[config.mk]
export PLATFORM = sky130hd
export DESIGN_NAME = flyby_dma_seq
export DESIGN_NICKNAME = d
export VERILOG_FILES = /design/src/rtl/flyby_dma_pkg.sv /design/src/rtl/dma_rst_sync.sv /design/src/rtl/dma_chan_regs.sv /design/src/rtl/dma_prio_pick.sv /design/src/rtl/dma_bus_fsm.sv /design/src/rtl/flyby_dma_seq.sv
export SDC_FILE = /design/constraint.sdc
export NUM_CORES = 1
export LEC_CHECK = 0
export ABC_AREA = 1
export BUFFER_PORTS_ARGS = -buffer_cell sky130_fd_sc_hd__buf_2
export CORE_MARGIN = 1.5
export CORE_UTILIZATION = 62
export DETAILED_ROUTE_END_ITERATION = 6
export HOLD_SLACK_MARGIN = 0.12
export MAX_ROUTING_LAYER = met4
export PLACE_DENSITY_LB_ADDON = 0.12
export SYNTH_ARGS = -nofsm -noshare
export SYNTH_HDL_FRONTEND = slang
export SYNTH_SLANG_ARGS = --single-unit
export TNS_END_PERCENT = 1
[constraint.sdc]
create_clock -name clk -period 16 [get_ports clk]
set_clock_uncertainty 0.05 [all_clocks]
set_input_delay 0.8 -clock clk [delete_from_list [all_inputs] [get_ports clk]]
set_output_delay 0.8 -clock clk [all_outputs]
set_load 0.01 [all_outputs]
[src/rtl/flyby_dma_pkg.sv]
package flyby_dma_pkg;

  typedef enum logic [1:0] {
    XM_DEMAND  = 2'b00,
    XM_SINGLE  = 2'b01,
    XM_BLOCK   = 2'b10,
    XM_CASCADE = 2'b11
  } xfer_mode_e;

  typedef enum logic [2:0] {
    SQ_IDLE = 3'd0,
    SQ_HOLD = 3'd1,
    SQ_XFER = 3'd2,
    SQ_CASC = 3'd3,
    SQ_DROP = 3'd4
  } seq_state_e;

endpackage

[src/rtl/dma_rst_sync.sv]
module dma_rst_sync #(
  parameter int STAGES = 2
) (
  input  logic clk,
  input  logic rst_n,
  output logic rst_n_sync
);
  logic [STAGES-1:0] sync_q;

  always_ff @(posedge clk or negedge rst_n) begin
    if (!rst_n) sync_q <= '0;
    else        sync_q <= {sync_q[STAGES-2:0], 1'b1};
  end

  assign rst_n_sync = sync_q[STAGES-1];
endmodule

[src/rtl/dma_chan_regs.sv]
module dma_chan_regs #(
  parameter int AW = 16,
  parameter int CW = 16
) (
  input  logic          clk,
  input  logic          rst_n,
  input  logic          ld,
  input  logic [AW-1:0] ld_addr,
  input  logic [CW-1:0] ld_cnt,
  input  logic [1:0]    ld_mode,
  input  logic          ld_auto,
  input  logic          ld_to_mem,
  input  logic          msk_we,
  input  logic          msk_val,
  input  logic          step,
  output logic [AW-1:0] cur_addr,
  output logic [1:0]    mode,
  output logic          to_mem,
  output logic          masked,
  output logic          tc_flag,
  output logic          at_last
);
  logic [AW-1:0] base_addr_q, base_addr_nx, cur_addr_q, cur_addr_nx;
  logic [CW-1:0] base_cnt_q, base_cnt_nx, cur_cnt_q, cur_cnt_nx;
  logic [1:0]    mode_q, mode_nx;
  logic          auto_q, auto_nx, dir_q, dir_nx, mask_q, mask_nx, tc_q, tc_nx;
  logic          upd;

  assign upd = ld | msk_we | step;

  always_comb begin
    base_addr_nx = base_addr_q;
    base_cnt_nx  = base_cnt_q;
    cur_addr_nx  = cur_addr_q;
    cur_cnt_nx   = cur_cnt_q;
    mode_nx      = mode_q;
    auto_nx      = auto_q;
    dir_nx       = dir_q;
    mask_nx      = mask_q;
    tc_nx        = tc_q;
    if (ld) begin
      base_addr_nx = ld_addr;
      base_cnt_nx  = ld_cnt;
      cur_addr_nx  = ld_addr;
      cur_cnt_nx   = ld_cnt;
      mode_nx      = ld_mode;
      auto_nx      = ld_auto;
      dir_nx       = ld_to_mem;
      tc_nx        = 1'b0;
    end
    if (msk_we) mask_nx = msk_val;
    if (step) begin
      if (cur_cnt_q == '0) begin
        tc_nx = 1'b1;
        if (auto_q) begin
          cur_addr_nx = base_addr_q;
          cur_cnt_nx  = base_cnt_q;
        end else begin
          cur_addr_nx = cur_addr_q + 1'b1;
          cur_cnt_nx  = cur_cnt_q - 1'b1;
          mask_nx     = 1'b1;
        end
      end else begin
        cur_addr_nx = cur_addr_q + 1'b1;
        cur_cnt_nx  = cur_cnt_q - 1'b1;
      end
    end
  end

  always_ff @(posedge clk or negedge rst_n) begin
    if (!rst_n) begin
      base_addr_q <= '0;
      base_cnt_q  <= '0;
      cur_addr_q  <= '0;
      cur_cnt_q   <= '0;
      mode_q      <= 2'b01;
      auto_q      <= 1'b0;
      dir_q       <= 1'b0;
      mask_q      <= 1'b1;
      tc_q        <= 1'b0;
    end else if (upd) begin
      base_addr_q <= base_addr_nx;
      base_cnt_q  <= base_cnt_nx;
      cur_addr_q  <= cur_addr_nx;
      cur_cnt_q   <= cur_cnt_nx;
      mode_q      <= mode_nx;
      auto_q      <= auto_nx;
      dir_q       <= dir_nx;
      mask_q      <= mask_nx;
      tc_q        <= tc_nx;
    end
  end

  assign cur_addr = cur_addr_q;
  assign mode     = mode_q;
  assign to_mem   = dir_q;
  assign masked   = mask_q;
  assign tc_flag  = tc_q;
  assign at_last  = (cur_cnt_q == '0);
endmodule

[src/rtl/dma_prio_pick.sv]
module dma_prio_pick #(
  parameter int N  = 4,
  parameter int IW = 2
) (
  input  logic [N-1:0]  req,
  output logic [N-1:0]  grant,
  output logic [IW-1:0] idx,
  output logic          any
);
  logic blocked;

  always_comb begin
    blocked = 1'b0;
    grant   = '0;
    for (int i = 0; i < N; i++) begin
      grant[i] = req[i] & ~blocked;
      blocked  = blocked | req[i];
    end
  end

  always_comb begin
    idx = '0;
    for (int i = 0; i < N; i++) begin
      if (grant[i]) idx = IW'(i);
    end
  end

  assign any = |req;
endmodule

[src/rtl/dma_bus_fsm.sv]
module dma_bus_fsm
  import flyby_dma_pkg::*;
#(
  parameter int N  = 4,
  parameter int IW = 2
) (
  input  logic          clk,
  input  logic          rst_n,
  input  logic          win_any,
  input  logic [IW-1:0] win_idx,
  input  logic          win_cascade,
  input  logic          hold_ack,
  input  logic          ready,
  input  logic [1:0]    act_mode,
  input  logic          act_to_mem,
  input  logic          act_last,
  input  logic          act_dreq,
  output logic [IW-1:0] act_ch,
  output logic          hold_req,
  output logic          bus_oe,
  output logic [N-1:0]  dack_n,
  output logic [N-1:0]  step,
  output logic          memr_n,
  output logic          memw_n,
  output logic          ior_n,
  output logic          iow_n,
  output logic          eop
);
  seq_state_e    st_q, st_nx;
  logic [IW-1:0] ch_q, ch_nx;
  logic          done;
  logic          granting;

  always_comb begin
    st_nx = st_q;
    ch_nx = ch_q;
    done  = 1'b0;
    unique case (st_q)
      SQ_IDLE: if (win_any) st_nx = SQ_HOLD;
      SQ_HOLD: begin
        if (!win_any) begin
          st_nx = SQ_IDLE;
        end else if (hold_ack) begin
          ch_nx = win_idx;
          st_nx = win_cascade ? SQ_CASC : SQ_XFER;
        end
      end
      SQ_XFER: begin
        if (ready) begin
          done = 1'b1;
          if (act_last || (act_mode == XM_SINGLE) ||
              ((act_mode == XM_DEMAND) && !act_dreq))
            st_nx = SQ_DROP;
        end
      end
      SQ_CASC: if (!act_dreq) st_nx = SQ_DROP;
      SQ_DROP: st_nx = SQ_IDLE;
      default: st_nx = SQ_IDLE;
    endcase
  end

  always_ff @(posedge clk or negedge rst_n) begin
    if (!rst_n) begin
      st_q <= SQ_IDLE;
      ch_q <= '0;
    end else begin
      st_q <= st_nx;
      ch_q <= ch_nx;
    end
  end

  assign act_ch   = ch_q;
  assign hold_req = (st_q != SQ_IDLE);
  assign bus_oe   = (st_q == SQ_XFER);
  assign granting = (st_q == SQ_XFER) || (st_q == SQ_CASC);
  assign memr_n   = ~(bus_oe & ~act_to_mem);
  assign iow_n    = ~(bus_oe & ~act_to_mem);
  assign ior_n    = ~(bus_oe & act_to_mem);
  assign memw_n   = ~(bus_oe & act_to_mem);
  assign eop      = done & act_last;

  for (genvar gi = 0; gi < N; gi++) begin : g_lane
    assign dack_n[gi] = ~(granting && (ch_q == IW'(gi)));
    assign step[gi]   = done && (ch_q == IW'(gi));
  end
endmodule

[src/rtl/flyby_dma_seq.sv]
module flyby_dma_seq
  import flyby_dma_pkg::*;
#(
  parameter int NCH = 4,
  parameter int AW  = 16,
  parameter int CW  = 16,
  localparam int IW = (NCH > 1) ? $clog2(NCH) : 1
) (
  input  logic           clk,
  input  logic           rst_n,
  input  logic [NCH-1:0] dreq,
  output logic [NCH-1:0] dack_n,
  output logic           hold_req,
  input  logic           hold_ack,
  input  logic           ready,
  output logic [AW-1:0]  addr,
  output logic           bus_oe,
  output logic           memr_n,
  output logic           memw_n,
  output logic           ior_n,
  output logic           iow_n,
  output logic           eop,
  input  logic           prog_we,
  input  logic [IW-1:0]  prog_ch,
  input  logic [AW-1:0]  prog_addr,
  input  logic [CW-1:0]  prog_cnt,
  input  logic [1:0]     prog_mode,
  input  logic           prog_autoinit,
  input  logic           prog_to_mem,
  input  logic           mask_we,
  input  logic [NCH-1:0] mask_in,
  output logic [NCH-1:0] tc_flags,
  output logic [NCH-1:0] req_pend
);
  logic           rst_n_i;
  logic [AW-1:0]  ch_addr [NCH];
  logic [1:0]     ch_mode [NCH];
  logic [NCH-1:0] ch_dir, ch_mask, ch_last, ch_step, eligible, grant;
  logic [IW-1:0]  win_idx, act_ch;
  logic           win_any;

  dma_rst_sync #(.STAGES(2)) u_rst (
    .clk(clk), .rst_n(rst_n), .rst_n_sync(rst_n_i)
  );

  for (genvar gc = 0; gc < NCH; gc++) begin : g_ch
    dma_chan_regs #(.AW(AW), .CW(CW)) u_regs (
      .clk      (clk),
      .rst_n    (rst_n_i),
      .ld       (prog_we && (prog_ch == IW'(gc))),
      .ld_addr  (prog_addr),
      .ld_cnt   (prog_cnt),
      .ld_mode  (prog_mode),
      .ld_auto  (prog_autoinit),
      .ld_to_mem(prog_to_mem),
      .msk_we   (mask_we),
      .msk_val  (mask_in[gc]),
      .step     (ch_step[gc]),
      .cur_addr (ch_addr[gc]),
      .mode     (ch_mode[gc]),
      .to_mem   (ch_dir[gc]),
      .masked   (ch_mask[gc]),
      .tc_flag  (tc_flags[gc]),
      .at_last  (ch_last[gc])
    );
  end

  assign eligible = dreq & ~ch_mask;
  assign req_pend = eligible;

  dma_prio_pick #(.N(NCH), .IW(IW)) u_pick (
    .req(eligible), .grant(grant), .idx(win_idx), .any(win_any)
  );

  dma_bus_fsm #(.N(NCH), .IW(IW)) u_fsm (
    .clk        (clk),
    .rst_n      (rst_n_i),
    .win_any    (win_any),
    .win_idx    (win_idx),
    .win_cascade(ch_mode[win_idx] == XM_CASCADE),
    .hold_ack   (hold_ack),
    .ready      (ready),
    .act_mode   (ch_mode[act_ch]),
    .act_to_mem (ch_dir[act_ch]),
    .act_last   (ch_last[act_ch]),
    .act_dreq   (dreq[act_ch]),
    .act_ch     (act_ch),
    .hold_req   (hold_req),
    .bus_oe     (bus_oe),
    .dack_n     (dack_n),
    .step       (ch_step),
    .memr_n     (memr_n),
    .memw_n     (memw_n),
    .ior_n      (ior_n),
    .iow_n      (iow_n),
    .eop        (eop)
  );

  assign addr = bus_oe ? ch_addr[act_ch] : '0;

  logic unused_grant;
  assign unused_grant = ^grant;
endmodule

==> results.cfg, run 1 <==
[finish]
multiInputGateArea_sq_um = 7690
syn2layout_area_growth_pct = 10.3
seqCellArea_sq_um = 7200
commonest_cells_after_routing_fill_and_taps_aside = sky130_fd_sc_hd__nand2_1 (755), sky130_fd_sc_hd__dfrtp_1 (278), sky130_fd_sc_hd__inv_1 (226)
final_non_filler_cell_area_sq_um = 17900
post_route_cells_drive_above_1_share = 0.0898
n_fill_cell = 2243
layout_commonest_cell = sky130_fd_sc_hd__nand2_1
finish.net_count = 2323

[global_routing]
grt_max_degree = 83
wire_length_of_the_first_global_routing_pass_mm = 79.7
globalRoute.totalOverflow = 0
antenna_found_initial = 0
grt_pass1_vias = 14600
grt_usage = 0.400

[floorplanning]
floorplan.initialDensity = 0.627
die_w_um = 165
design.core.area_sq_um = 25900
row_count = 59
die-area_sq_um = 27200
die_h_um = 165
top_level_ports = 87

[logic_synthesis]
synth_cell_types = 45
yosysSeqAreaShare = 0.443
synth-seq-cells = 287
synth_warnings = 0
synth_cells = 2223
postSynthNetCount = 2287
post_synth.cell_area_avg_sq_um = 7.31
synth.cell_area_sq_um = 16300

[place]
gpl.final_weighted_congestion = 1.05
placement.io_buffers = 86
detailed_place.area_sq_um = 16700
dpl.hpwl_mm = 35.1

[setup_path]
crit_path_start_kind = flop
critPathKind = reg2out
critPathArrivalTime_ps = 2770
critical_path_capture_point_type = output pin
timing.critical_path.fanout_max = 16
worst_ep_required_time_ps = 15150

[power]
ir_worst_vdd_uv = 128
power.static_leakage_uw = 0.00904
post-layout-total-power_uw = 2780
pwr_density_nw_per_um2 = 155

[timing]
setup_total_negative_slack_ps = 0
grt_setup_unrepaired = no
timing.final.crit_period_ps = 3620
tightest_slew_ps = 1170
finalSetupViolCount = 0
share_of_the_clock_period_used_by_the_worst_path_after_layout = 0.226
timing_max_transition_violations_final = 0
timing.slew.headroom = 0.219
fmaxAchievable_mhz = 276
hold_violations = 0
finalHoldWorstSlack_ps = 305

[detailed_routing]
viasPerCell = 5.95
wl_per_instance_um = 19.9
totalWireLength_mm = 52.1
num_vias = 15600
detail_route.first_pass.iterations = 6
initialDrtViolationCount = 1555
total_drc_errors_in_the_routed_layout = 0
postRouteAntennaNets = 0

[clock_network]
cts_inserted_buffers = 34
cts_root_buf = sky130_fd_sc_hd__clkbuf_16
cts_num_sinks = 287
clk_path_buf_depth = 3
h_tree_depth_reported_by_cts = 2
clk_pin_slew_worst_paths_ps = 60
clock_latency_ps = 520
cts_tree = built

[status]
status = finished, final reports clean

[run]
max_cap_violations = 0

[hold_path]
hold_class = reg2reg
-- cell type report --
class,instances,share of cell area
sequential,287,0.402
clock buffer,56,0.0629
timing repair buffer,96,0.0283
multi-input combinational,1595,0.429
tap,335,0.0234
antenna,1,0.000140
clock inverter,5,0.00321
inverter,245,0.0513
-- sequential cells by signal, summed over array words and instances, names as in the netlist --
name / count
g_ch.u_regs.tc_flag: 4
g_ch.u_regs.to_mem: 4
g_ch.u_regs.cur_addr: 64
u_fsm.act_ch: 2
g_ch.u_regs.mode: 8
g_ch.u_regs.auto_q: 4
u_rst.sync_q: 2
g_ch.u_regs.masked: 4
u_fsm.st_q: 3
g_ch.u_regs.base_cnt_q: 64
g_ch.u_regs.cur_cnt_q: 64
g_ch.u_regs.base_addr_q: 64
-- repair_timing --
item | CTS | global route
hold buffers | 1 | 0
buffers inserted | 0 | 0
resized for setup | 0 | 0
endpoints found under the hold margin | 2 | 0
setup endpoints to repair | 0 | 0
-- kinds of logic (layout without fill, tap and decap cells) --
| logic type | after synthesis | after routing | synth area share |
|---|---|---|---|
| fa+ha+maj | 12 | 12 | 0.00924 |
| flops | 287 | 287 | 0.443 |
| mux | 1 | 1 | 0.000616 |
| compound gates | 430 | 430 | 0.156 |
| xor+xnor | 59 | 59 | 0.0318 |
| buf+inv | 341 | 402 | 0.0854 |
| other cells | 1 | 2 | 0.000231 |
| simple gates | 1092 | 1092 | 0.274 |
-- routing by layer --
layer  track usage  wire, um  vias up
met3        0.0912      4920      137
met2         0.608     23500      666
met1         0.502     20900     7483
met4         0.205      2850        0
li1              -         -     7313
met5             -         0        -
-- report_power, final --
group	switching [uW]	internal, uW
clock	310	497
sequential	177	915
combinational	578	305
total	1060	1720
-- Yosys cell counts (all sizes together) --
cell type / count / share of area
buf: 54 / 0.019
or3: 1 / 0.00039
mux2i: 1 / 0.00062
a31o: 5 / 0.0027
o21ai: 209 / 0.064
a22oi: 1 / 0.00046
ha: 12 / 0.0092
clkinv: 3 / 0.00069
clkbuf: 42 / 0.0097
conb: 1 / 0.00023
o22ai: 36 / 0.014
dfrtp: 279 / 0.43
o211ai: 43 / 0.020
nor3b: 1 / 0.00046
nand4: 21 / 0.0081
xor2: 46 / 0.025
nor2: 156 / 0.038
or2: 6 / 0.0023
a31oi: 3 / 0.0012
inv: 242 / 0.056
nor3: 32 / 0.012
a32oi: 5 / 0.0027
nand3b: 2 / 0.00092
dfstp: 8 / 0.013
o21bai: 9 / 0.0042
a21oi: 74 / 0.023
o31ai: 4 / 0.0018
nand3: 111 / 0.034
o221ai: 24 / 0.013
a221oi: 16 / 0.0086
nand2: 762 / 0.18
o21a: 1 / 0.00046
xnor2: 13 / 0.0070
-- through the flow --
step                instances  setup WS [ps]   util
floorplan                2223           7370      -
global placement         2557          12460  0.645
detailed placement       2557          12400  0.645
CTS                      2619          12510  0.691
global route             2619          12360  0.691
finish                   2620          12380  0.692
-- critical path: stages (launching register included) --
cell and delay, ps:
sky130_fd_sc_hd__dfrtp_1 440, sky130_fd_sc_hd__nor2_2 650, sky130_fd_sc_hd__inv_2 270, sky130_fd_sc_hd__o22ai_1 450, sky130_fd_sc_hd__a221oi_1 180, sky130_fd_sc_hd__nor2_1 120
sky130_fd_sc_hd__buf_2 140
-- path summary, 6_finish.rpt --
| kind | from | endpoint | slack [ps] | cells past startpoint |
|---|---|---|---|---|
| max | u_fsm.act_ch[0]$_DFFE_PN0P_ | addr[2] | 12380 | 6 |
| min | u_rst.sync_q[0]$_DFF_PN0_ | u_rst.sync_q[1]$_DFF_PN0_ | 310 | 0 |
| max reg2reg | u_fsm.st_q[2]$_DFFE_PN0P_ | g_ch[0].u_regs.cur_cnt_q[15]$_DFFE_PN0P_ | 12820 | 8 |
| min reg2reg | u_rst.sync_q[0]$_DFF_PN0_ | u_rst.sync_q[1]$_DFF_PN0_ | 310 | 0 |
| max in group asynchronous | u_rst.sync_q[1]$_DFF_PN0_ | g_ch[1].u_regs.base_cnt_q[9]$_DFFE_PN0P_ | 13850 | 1 |
| min in group asynchronous | u_rst.sync_q[1]$_DFF_PN0_ | g_ch[0].u_regs.base_cnt_q[7]$_DFFE_PN0P_ | 420 | 0 |
Note: power is estimated with default switching activity, not from simulation.
==> inputs of run 2 (changes only) <==
--- a/config.mk
+++ b/config.mk
@@ -8,7 +8,7 @@
 export ABC_AREA = 1
 export BUFFER_PORTS_ARGS = -buffer_cell sky130_fd_sc_hd__buf_2
 export CORE_MARGIN = 1.5
-export CORE_UTILIZATION = 62
+export CORE_UTILIZATION = 56
 export DETAILED_ROUTE_END_ITERATION = 6
 export HOLD_SLACK_MARGIN = 0.12
 export MAX_ROUTING_LAYER = met4
==> constraint.sdc (replaced) <==
create_clock -name clk -period 3 [get_ports clk]
set_clock_uncertainty 0.05 [all_clocks]
set_input_delay 0.15 -clock clk [delete_from_list [all_inputs] [get_ports clk]]
set_output_delay 0.15 -clock clk [all_outputs]
set_load 0.01 [all_outputs]
==> results.cfg, run 2 (synthesis results as in run 1) <==
[global_routing]
grt_max_degree = 81
antenna_found_initial = 1
grt_pass1_vias = 15000
grt_usage = 0.381
globalRoute.totalOverflow = 0
wire_length_of_the_first_global_routing_pass_mm = 85.0

[timing]
setup_total_negative_slack_ps = 0
timing.final.crit_period_ps = 2850
timing.slew.headroom = 0.563
grt_setup_unrepaired = no
hold_violations = 0
timing_max_transition_violations_final = 0
final_setup_slack_of_the_worst_path_ps = 149
finalSetupViolCount = 0
share_of_the_clock_period_used_by_the_worst_path_after_layout = 0.950
fmaxAchievable_mhz = 351
finalHoldWorstSlack_ps = 159
tightest_slew_ps = 651

[floorplanning]
row_count = 62
design.core.area_sq_um = 28600
die-area_sq_um = 30100
top_level_ports = 87
floorplan.initialDensity = 0.568
die_w_um = 173
die_h_um = 173

[power]
clock_power_share = 0.275
ir_worst_vdd_uv = 493
pwr_density_nw_per_um2 = 784
internal_power_uw = 8910
power.switching_fraction = 0.389
switching_power_uw = 5680
power_frac_seq = 0.402
post-layout-total-power_uw = 14600
pwr-share-comb = 0.323
power.static_leakage_uw = 0.00931

[clock_network]
cts_tree = built
clk_pin_slew_worst_paths_ps = 60
h_tree_depth_reported_by_cts = 2
cts_inserted_buffers = 34
clk_path_buf_depth = 3
cts-hold-fix-buffers = 48
postCtsResizedCells = 0
cts_root_buf = sky130_fd_sc_hd__clkbuf_16
cts_num_sinks = 287
post-cts-setup-buffers = 0
clock_latency_ps = 530

[setup_path]
timing.critical_path.mode_cell = sky130_fd_sc_hd__nor2_1
critical_path_capture_point_type = output pin
timing.critical_path.fanout_max = 11
critPathArrivalTime_ps = 2650
critical_path.max_stage_delay_ps = 470
crit_path_cell_trace = nor2_1 -> inv_1 -> o22ai_1 -> a221oi_1 -> nor2_1 -> buf_2
crit_path_start_kind = flop
worst_ep_required_time_ps = 2800
crit_family = simple AND/OR/NAND/NOR gates
critPathKind = reg2out
critical_path.slowest_cell = sky130_fd_sc_hd__nor2_1
worst-path-buf-inv = 2

[finish]
layout_commonest_cell = sky130_fd_sc_hd__nand2_1
syn2layout_area_growth_pct = 14.5
commonest_cells_after_routing_fill_and_taps_aside = sky130_fd_sc_hd__nand2_1 (755), sky130_fd_sc_hd__dfrtp_1 (278), sky130_fd_sc_hd__inv_1 (226)
finish.net_count = 2398
post_route_cells_drive_above_1_share = 0.0972

[hold_path]
hold_class = in2reg

[place]
place_worst_setup_slack_ps = 579
dpl.hpwl_mm = 37.5
gpl.final_weighted_congestion = 0.945
placement.io_buffers = 86

[detailed_routing]
initialDrtViolationCount = 1433
total_drc_errors_in_the_routed_layout = 0
detail_route.first_pass.iterations = 6
postRouteAntennaNets = 0
totalWireLength_mm = 54.6
viasPerCell = 5.70
num_vias = 15600
wl_per_instance_um = 19.9

[run]
max_cap_violations = 0

[status]
status = finished, final reports clean
[run 2: cell types whose count changed in the layout (fill, tap and decap cells not counted), moves of 2 or more]
cell / before / now
sky130_fd_sc_hd__buf_12: 0 / 5
sky130_fd_sc_hd__clkbuf_8: 13 / 7
sky130_fd_sc_hd__clkbuf_1: 6 / 8
sky130_fd_sc_hd__clkinvlp_4: 0 / 4
sky130_fd_sc_hd__buf_4: 9 / 32
sky130_fd_sc_hd__dlygate4sd3_1: 1 / 48
sky130_fd_sc_hd__clkinv_2: 2 / 4
sky130_fd_sc_hd__clkbuf_16: 37 / 35
[run 2: area by class of cell]
type | count | area, sq um
multi-input cells | 1595 | 7690
flip-flops and latches | 287 | 7200
fillers | 2556 | 10000
diodes | 2 | 5.00
well taps | 384 | 480
clock buffers | 50 | 1000
repair buffers | 171 | 1250
inverters | 245 | 920
clock inverters | 9 | 58.8
[run 2: per-stage QoR]
| stage | area, sq um | utilization | instances |
|---|---|---|---|
| after floorplan | 16300 | - | 2223 |
| after global placement | 17100 | 0.596 | 2634 |
| after detailed placement | 17100 | 0.596 | 2634 |
| after CTS | 18600 | 0.650 | 2741 |
| after global routing | 18600 | 0.650 | 2742 |
| final | 18600 | 0.650 | 2743 |
[run 2: metal layers]
metal / vias up / wire length (um) / track usage
met4: 0 / 2900 / 0.185
met2: 677 / 23900 / 0.561
li1: 7477 / - / -
met1: 7351 / 22400 / 0.487
met3: 138 / 5380 / 0.104
met5: - / 0 / -
[run 2: worst min-delay path, cell delays in order]
cell,delay [ps]
sky130_fd_sc_hd__buf_2,110
sky130_fd_sc_hd__nand2_1,140
sky130_fd_sc_hd__nand2_1,140
sky130_fd_sc_hd__o21ai_0,120
[run 2: power by group through the flow]
| stage | clock [uW] | sequential (uW) | combinational [uW] |
|---|---|---|---|
| 6_report | 4020 | 5860 | 4710 |
| 3_5_place_dp | 0 | 5870 | 4580 |
| 3_3_place_gp | 0 | 5860 | 4480 |
| 2_1_floorplan | 0 | 5600 | 3400 |
| 5_1_grt | 4190 | 5980 | 5320 |
| 4_1_cts | 4050 | 5830 | 4660 |
[run 2: path summary, 6_finish.rpt]
check                           slack (ps)                                      end  cells after the start                   startpoint
worst max-delay path                   150                                  addr[8]                      6  u_fsm.act_ch[0]$_DFFE_PN0P_
worst min-delay path                   160              u_fsm.act_ch[0]$_DFFE_PN0P_                      4                      dreq[0]
worst max register to register         560  g_ch[2].u_regs.cur_cnt_q[3]$_DFFE_PN0P_                      9    u_fsm.st_q[2]$_DFFE_PN0P_
worst min register to register         270  g_ch[0].u_regs.cur_cnt_q[2]$_DFFE_PN0P_                      0    u_rst.sync_q[1]$_DFF_PN0_
max in group asynchronous             1750        g_ch[1].u_regs.masked$_DFFE_PN1P_                      1    u_rst.sync_q[1]$_DFF_PN0_
min in group asynchronous              270  g_ch[0].u_regs.cur_cnt_q[2]$_DFFE_PN0P_                      0    u_rst.sync_q[1]$_DFF_PN0_
